`config.mk`:
```
export PLATFORM = sky130hd
export DESIGN_NAME = xor_stripe_engine
export DESIGN_NICKNAME = d
export VERILOG_FILES = /design/src/rtl/xor_stripe_engine.sv
export SDC_FILE = /design/constraint.sdc
export NUM_CORES = 1
export LEC_CHECK = 0
export BUFFER_PORTS_ARGS = -buffer_cell sky130_fd_sc_hd__buf_2
export CAP_MARGIN = 10
export CORE_AREA = 2 2 161 116
export DETAILED_ROUTE_END_ITERATION = 12
export DIE_AREA = 0 0 163 118
export PLACE_DENSITY = 0.62
export SYNTH_ARGS = -nofsm -noshare
export SYNTH_HDL_FRONTEND = slang
export SYNTH_SLANG_ARGS = --single-unit
```
`constraint.sdc`:
```
create_clock -name clk -period 1.9 [get_ports clk]
set_input_delay 0.095 -clock clk [delete_from_list [all_inputs] [get_ports clk]]
set_output_delay 0.095 -clock clk [all_outputs]
set_load 0.01 [all_outputs]
```
`src/rtl/xor_stripe_engine.sv`:
```
`timescale 1ns/1ps
module xor_stripe_engine #(
  parameter int NSRC   = 8,
  parameter int BEAT_W = 32,
  parameter int LEN_W  = 16
) (
  input  logic                   clk,
  input  logic                   rst_n,
  input  logic                   start,
  input  logic [31:0]            ctrl,
  input  logic [LEN_W-1:0]       byte_len,
  output logic                   busy,
  input  logic [NSRC-1:0]        src_valid,
  input  logic [NSRC*BEAT_W-1:0] src_data,
  output logic [NSRC-1:0]        src_ready,
  output logic                   dst_valid,
  output logic [BEAT_W-1:0]      dst_data,
  output logic [BEAT_W/8-1:0]    dst_keep,
  output logic                   dst_last,
  input  logic                   dst_ready,
  output logic                   done,
  output logic                   done_irq,
  output logic                   done_err
);
  localparam int BYTES = BEAT_W / 8;
  localparam int BSH   = $clog2(BYTES);

  logic [3:0]       op, cnt;
  logic             is_nop, is_cpy, is_xor, bad;
  logic [LEN_W:0]   beats_in;
  logic [NSRC-1:0]  new_mask, mask;
  logic             run, hdr_irq, all_v, fire;
  logic [LEN_W-1:0] rem;
  logic [BSH-1:0]   tail;

  assign op       = ctrl[31:28];
  assign cnt      = ctrl[25:22];
  assign is_nop   = op == 4'd0;
  assign is_cpy   = op == 4'd1;
  assign is_xor   = op == 4'd6;
  assign bad      = !(is_nop || is_cpy || is_xor) ||
                    (is_xor && (cnt == 4'd0 || 32'(cnt) > NSRC || !ctrl[17]));
  assign beats_in = ({1'b0, byte_len} + (LEN_W+1)'(BYTES - 1)) >> BSH;

  for (genvar i = 0; i < NSRC; i++) begin : g_mask
    assign new_mask[i] = is_cpy ? (i == 0) : (32'(cnt) > i);
  end

  assign busy      = run;
  assign all_v     = &(src_valid | ~mask);
  assign dst_valid = run && all_v;
  assign fire      = dst_valid && dst_ready;
  assign src_ready = {NSRC{fire}} & mask;
  assign dst_last  = rem == LEN_W'(1);

  always_comb begin
    dst_data = '0;
    for (int i = 0; i < NSRC; i++)
      if (mask[i]) dst_data = dst_data ^ src_data[i*BEAT_W +: BEAT_W];
  end

  for (genvar b = 0; b < BYTES; b++) begin : g_keep
    assign dst_keep[b] = !dst_last || tail == '0 || 32'(tail) > b;
  end

  always_ff @(posedge clk) begin
    if (!rst_n) begin
      run <= 1'b0; hdr_irq <= 1'b0; mask <= '0; rem <= '0; tail <= '0;
      done <= 1'b0; done_irq <= 1'b0; done_err <= 1'b0;
    end else begin
      done <= 1'b0; done_irq <= 1'b0; done_err <= 1'b0;
      if (!run && start) begin
        hdr_irq <= ctrl[27];
        mask    <= new_mask;
        tail    <= byte_len[BSH-1:0];
        rem     <= beats_in[LEN_W-1:0];
        if (bad || is_nop || beats_in == '0) begin
          done <= 1'b1; done_irq <= ctrl[27]; done_err <= bad;
        end else begin
          run <= 1'b1;
        end
      end else if (fire) begin
        rem <= rem - LEN_W'(1);
        if (dst_last) begin
          run <= 1'b0; done <= 1'b1; done_irq <= hdr_irq;
        end
      end
    end
  end


  idle_quiet_chk: assert property (@(posedge clk) disable iff (!rst_n)
    !busy |-> (!dst_valid && src_ready == '0));

  stall_hold_chk: assert property (@(posedge clk) disable iff (!rst_n)
    (dst_valid && !dst_ready) |-> src_ready == '0);

  last_done_chk: assert property (@(posedge clk) disable iff (!rst_n)
    (dst_valid && dst_ready && dst_last) |=> (done && !busy));

  err_done_chk: assert property (@(posedge clk) disable iff (!rst_n)
    done_err |-> (done && !busy));

  start_cause_chk: assert property (@(posedge clk) disable iff (!rst_n)
    $rose(busy) |-> $past(start));
endmodule

```
==> summary.md <==
| Metric | Value |
|---|---|
| Largest cells by area after synthesis | `xnor2_1 33%, nand2_1 20%, dfxtp_1 12%` |
| Largest net degree at the start of global routing | `35` |
| GP Congestion | `0.890` |
| Cell area after synthesis | `5230 sq um` |
| H-tree level count | `2` |
| Vias post-DR | `6559` |
| Startpoint types | `flip-flop` |
| Worst path cell trace | `buf_12 > nand2_1 > xor2_1 > xnor2_2 > xnor2_2 > buf_2` |
| Initial Util | `29.6%` |
| Yosys cell types | `65` |
| Combinational family with the most area after synthesis | `XOR/XNOR gates` |
| Crit end category | `primary output` |
| Post-CTS Hold Buffers | `0` |
| Clock Path Buffers | `2` |
| Synth Area in Simple Gates | `32.9%` |
| Hold crit path type | `primary input to flip-flop` |
| Synth Area in XOR/XNOR | `39.5%` |
| Leakage Power | `3.39 nW` |
| WS Path Type | `flip-flop to primary output` |
| All-Layer GR Usage | `22.6%` |
| Max-Cap Viols | `0` |
| # setup viols final | `0` |
| Top-count cell post-synth | `nand2_1` |
| Setup_tns | `0 ns` |
| Fin. Hold Viols | `0` |
| R2r worst-path depth | `6` |
| Vias per inst | `4.76` |
| Clk sink count | `31` |
| Top cell type's share of synthesized area | `33.3%` |
| Hold EP | `hdr_irq$_SDFFE_PN0P_` |
| Final Util | `44.4%` |
| RSZ-0062 raised after global routing | `yes` |
| 1st-pass router iterations | `4` |
| Worst-Skew Late Latency | `0.27 ns` |
| Slew Viols, Final | `0` |
| Die W | `163 um` |
| Post-synth top cells | `285 x nand2_1, 199 x xnor2_1, 40 x clkbuf_1` |
| Crit-path max cell delay | `0.41 ns` |
| IO Count | `366` |
| Async S/R FF share, synth | `0%` |
| # DRC | `0` |
| Flop2flop setup slack | `0.10 ns` |
| Layout Nets | `1458` |
| Status | `finished clean` |
| Main synth FF type | `dfxtp_1` |
| CP most frequent cell | `xnor2_2` |
| Pwr/cell area | `503 nW/um^2` |
| Initial drt markers | `449` |
| Gr ovfl total | `0` |
| Area grow syn2layout | `50.1%` |
| Post-place setup slack | `-0.0439 ns` |
| DR WL/cell | `17.2 um` |
| Setup ws final | `0.0543 ns` |
| Post-synthesis mux area share | `0.837%` |
| Synth Area in Adders | `0.478%` |
| Ys Warns | `0` |
| Achievable Freq | `542 MHz` |
| Post-synthesis compound-gate area fraction | `9.66%` |
| Register area share after synthesis | `11.9%` |
| Worst-path fanout max | `17` |
| Syn Area/Cell | `6.61 sq um` |
| Hold path start | `ctrl[27]` |
| Routed WL | `23600 um` |
| Critical path's slowest cell | `dfxtp_2` |
| WP data arrival | `1.75 ns` |
| Worst R2R Start | `rem[2]$_SDFFE_PN0P_` |
| Initial antenna violation count | `2` |
| Synthesized flop and latch total | `31` |
| Syn Nets | `1110` |
| CTS tree | `yes` |
| Vias in the first global route | `6186` |
| Final ANT Viol Nets | `0` |
| Peak supply drop | `0.398 mV` |
| Input/output buffers | `342` |
| Hold Crit Depth | `3` |
| RR Endpoint | `rem[15]$_SDFFE_PP0P_` |
| Layout cells sized above 1 | `37.6%` |
| Core Region | `17700 sq um` |
| HPWL after DPL | `17900 um` |
| First-pass GRT wire length | `33600 um` |
| Clock-pin slew on the worst setup and hold paths | `0.05 ns` |
| Final Skew | `0.00699 ns` |
| Synth area leader | `xnor2_1` |
| Final worst-path cycle share | `97.1%` |
| TritonCTS buffer count | `5` |
| Clk root buf | `clkbuf_16` |
| Number of fill cells in the layout | `1868` |
| Row count | `41` |
| EDFF count, synth | `0` |
| Gate Count Post-Synth | `792` |
| Die ar. | `19200 sq um` |
| Worst EP required | `1.80 ns` |
| Period minus WS final | `1.85 ns` |
| Die Y | `118 um` |
[worst max path at each step]
| stage | start | cells past startpoint | endpoint | slack (ns) |
|---|---|---|---|---|
| after floorplan | mask[3]$_SDFFE_PN0P_ | 7 | rem[12]$_SDFFE_PN0P_ | 0.07 |
| after global placement | byte_len[1] | 7 | done_irq$_SDFF_PN0_ | -0.05 |
| after detailed placement | byte_len[1] | 7 | done_irq$_SDFF_PN0_ | -0.04 |
| after CTS | rem[8]$_SDFFE_PN0P_ | 7 | dst_keep[3] | 0.006 |
| after global routing | mask[7]$_SDFFE_PN0P_ | 6 | dst_data[1] | -0.01 |
| final | mask[1]$_SDFFE_PN0P_ | 6 | dst_data[15] | 0.05 |
[power breakdown]
group	leakage, nW	internal, W	switching (W)	total (W)
clock	0.0727	0.000510	0.000270	0.000780
sequential	0.259	0.000697	0.0000489	0.000746
combinational	3.06	0.00118	0.00124	0.00242
total	3.39	0.00239	0.00156	0.00395
[metal layers]
metal  GRT usage [%]  wire length, um  up-vias  part of all wire, %
met5               0               13        -                0.055
met4            3.82              362        2                  1.5
met3            4.09             2150       35                  9.1
met2            38.0            10900      343                   46
met1            30.4            10200     2927                   43
li1                -                -     3252                    -
[through the flow]
| stage | total power, W | hold slack [ns] | area [sq um] | instances |
|---|---|---|---|---|
| 2_1_floorplan | 0.00207 | 0.229 | 5230 | 792 |
| 3_3_place_gp | 0.00301 | 0.375 | 7370 | 1360 |
| 3_5_place_dp | 0.00303 | 0.377 | 7370 | 1360 |
| 4_1_cts | 0.00389 | 0.0913 | 7650 | 1369 |
| 5_1_grt | 0.00420 | 0.111 | 7850 | 1376 |
| 6_report | 0.00395 | 0.0958 | 7850 | 1377 |
[placed cells by master, fill, tap and decap left out, drive strengths merged, types with 2 or more instances in the layout]
cell type and count:
or4 4, nand2 285, and2 9, nor3 11, nand4 5, dfxtp 31, mux2 3, a21oi 12
nor3b 2, a32o 2, xnor2 199, and3 6, nor4b 2, a311oi 2, a31oi 5, nor2b 2
a211oi 2, buf 384, o22ai 4, ha 2, nand3 16, nor2 16, o21ai 17, o31a 2
inv 11, a21o 2, o221ai 2, o31ai 3, nand2b 8, nor4 9, and4 6, clkbuf 9
xor2 37, or3 4, o21a 6
[state kept, by name (all words and copies together), names as in the netlist]
register and count:
busy 1, hdr_irq 1, tail 2, rem 16, done_err 1, done 1
done_irq 1, mask 8
[critical path: cells and delay by family, from the launching register on]
family | cells | cell delay [ns]
DFF | 1 | 0.41
xor gates and xnor gates | 3 | 0.62
buffers and inverters | 2 | 0.36
and+or+nand+nor | 1 | 0.08
[logic make-up (layout without fill, tap and decap cells)]
kind of cell | after synthesis | in the layout
other | 1 | 2
AND/OR/NAND/NOR | 390 | 390
flip-flops | 31 | 31
adder cells (fa/ha/maj) | 2 | 2
AO/OA/AOI/OAI | 71 | 71
XOR/XNOR | 236 | 236
multiplexers | 4 | 4
buffers and inverters | 57 | 405
[cell type report]
class                   count  area, sq um  area share [%]
flip-flops and latches     31          634            8.08
diodes                      1         2.50          0.0319
multi-input cells         704         4440            56.6
inverters                  11         41.3           0.526
clock inverters             1         5.00          0.0637
repair buffers            387         2290            29.2
well taps                 236          295            3.76
clock buffers               6          139            1.77
[timing repair]
action / CTS / global route
pin swaps: 1 / 9
endpoints found under the setup margin: 43 / 37
buffers inserted: 0 / 4
gates cloned: 2 / 3
gates resized for setup: 19 / 21
Note: power is estimated with default switching activity, not from simulation.
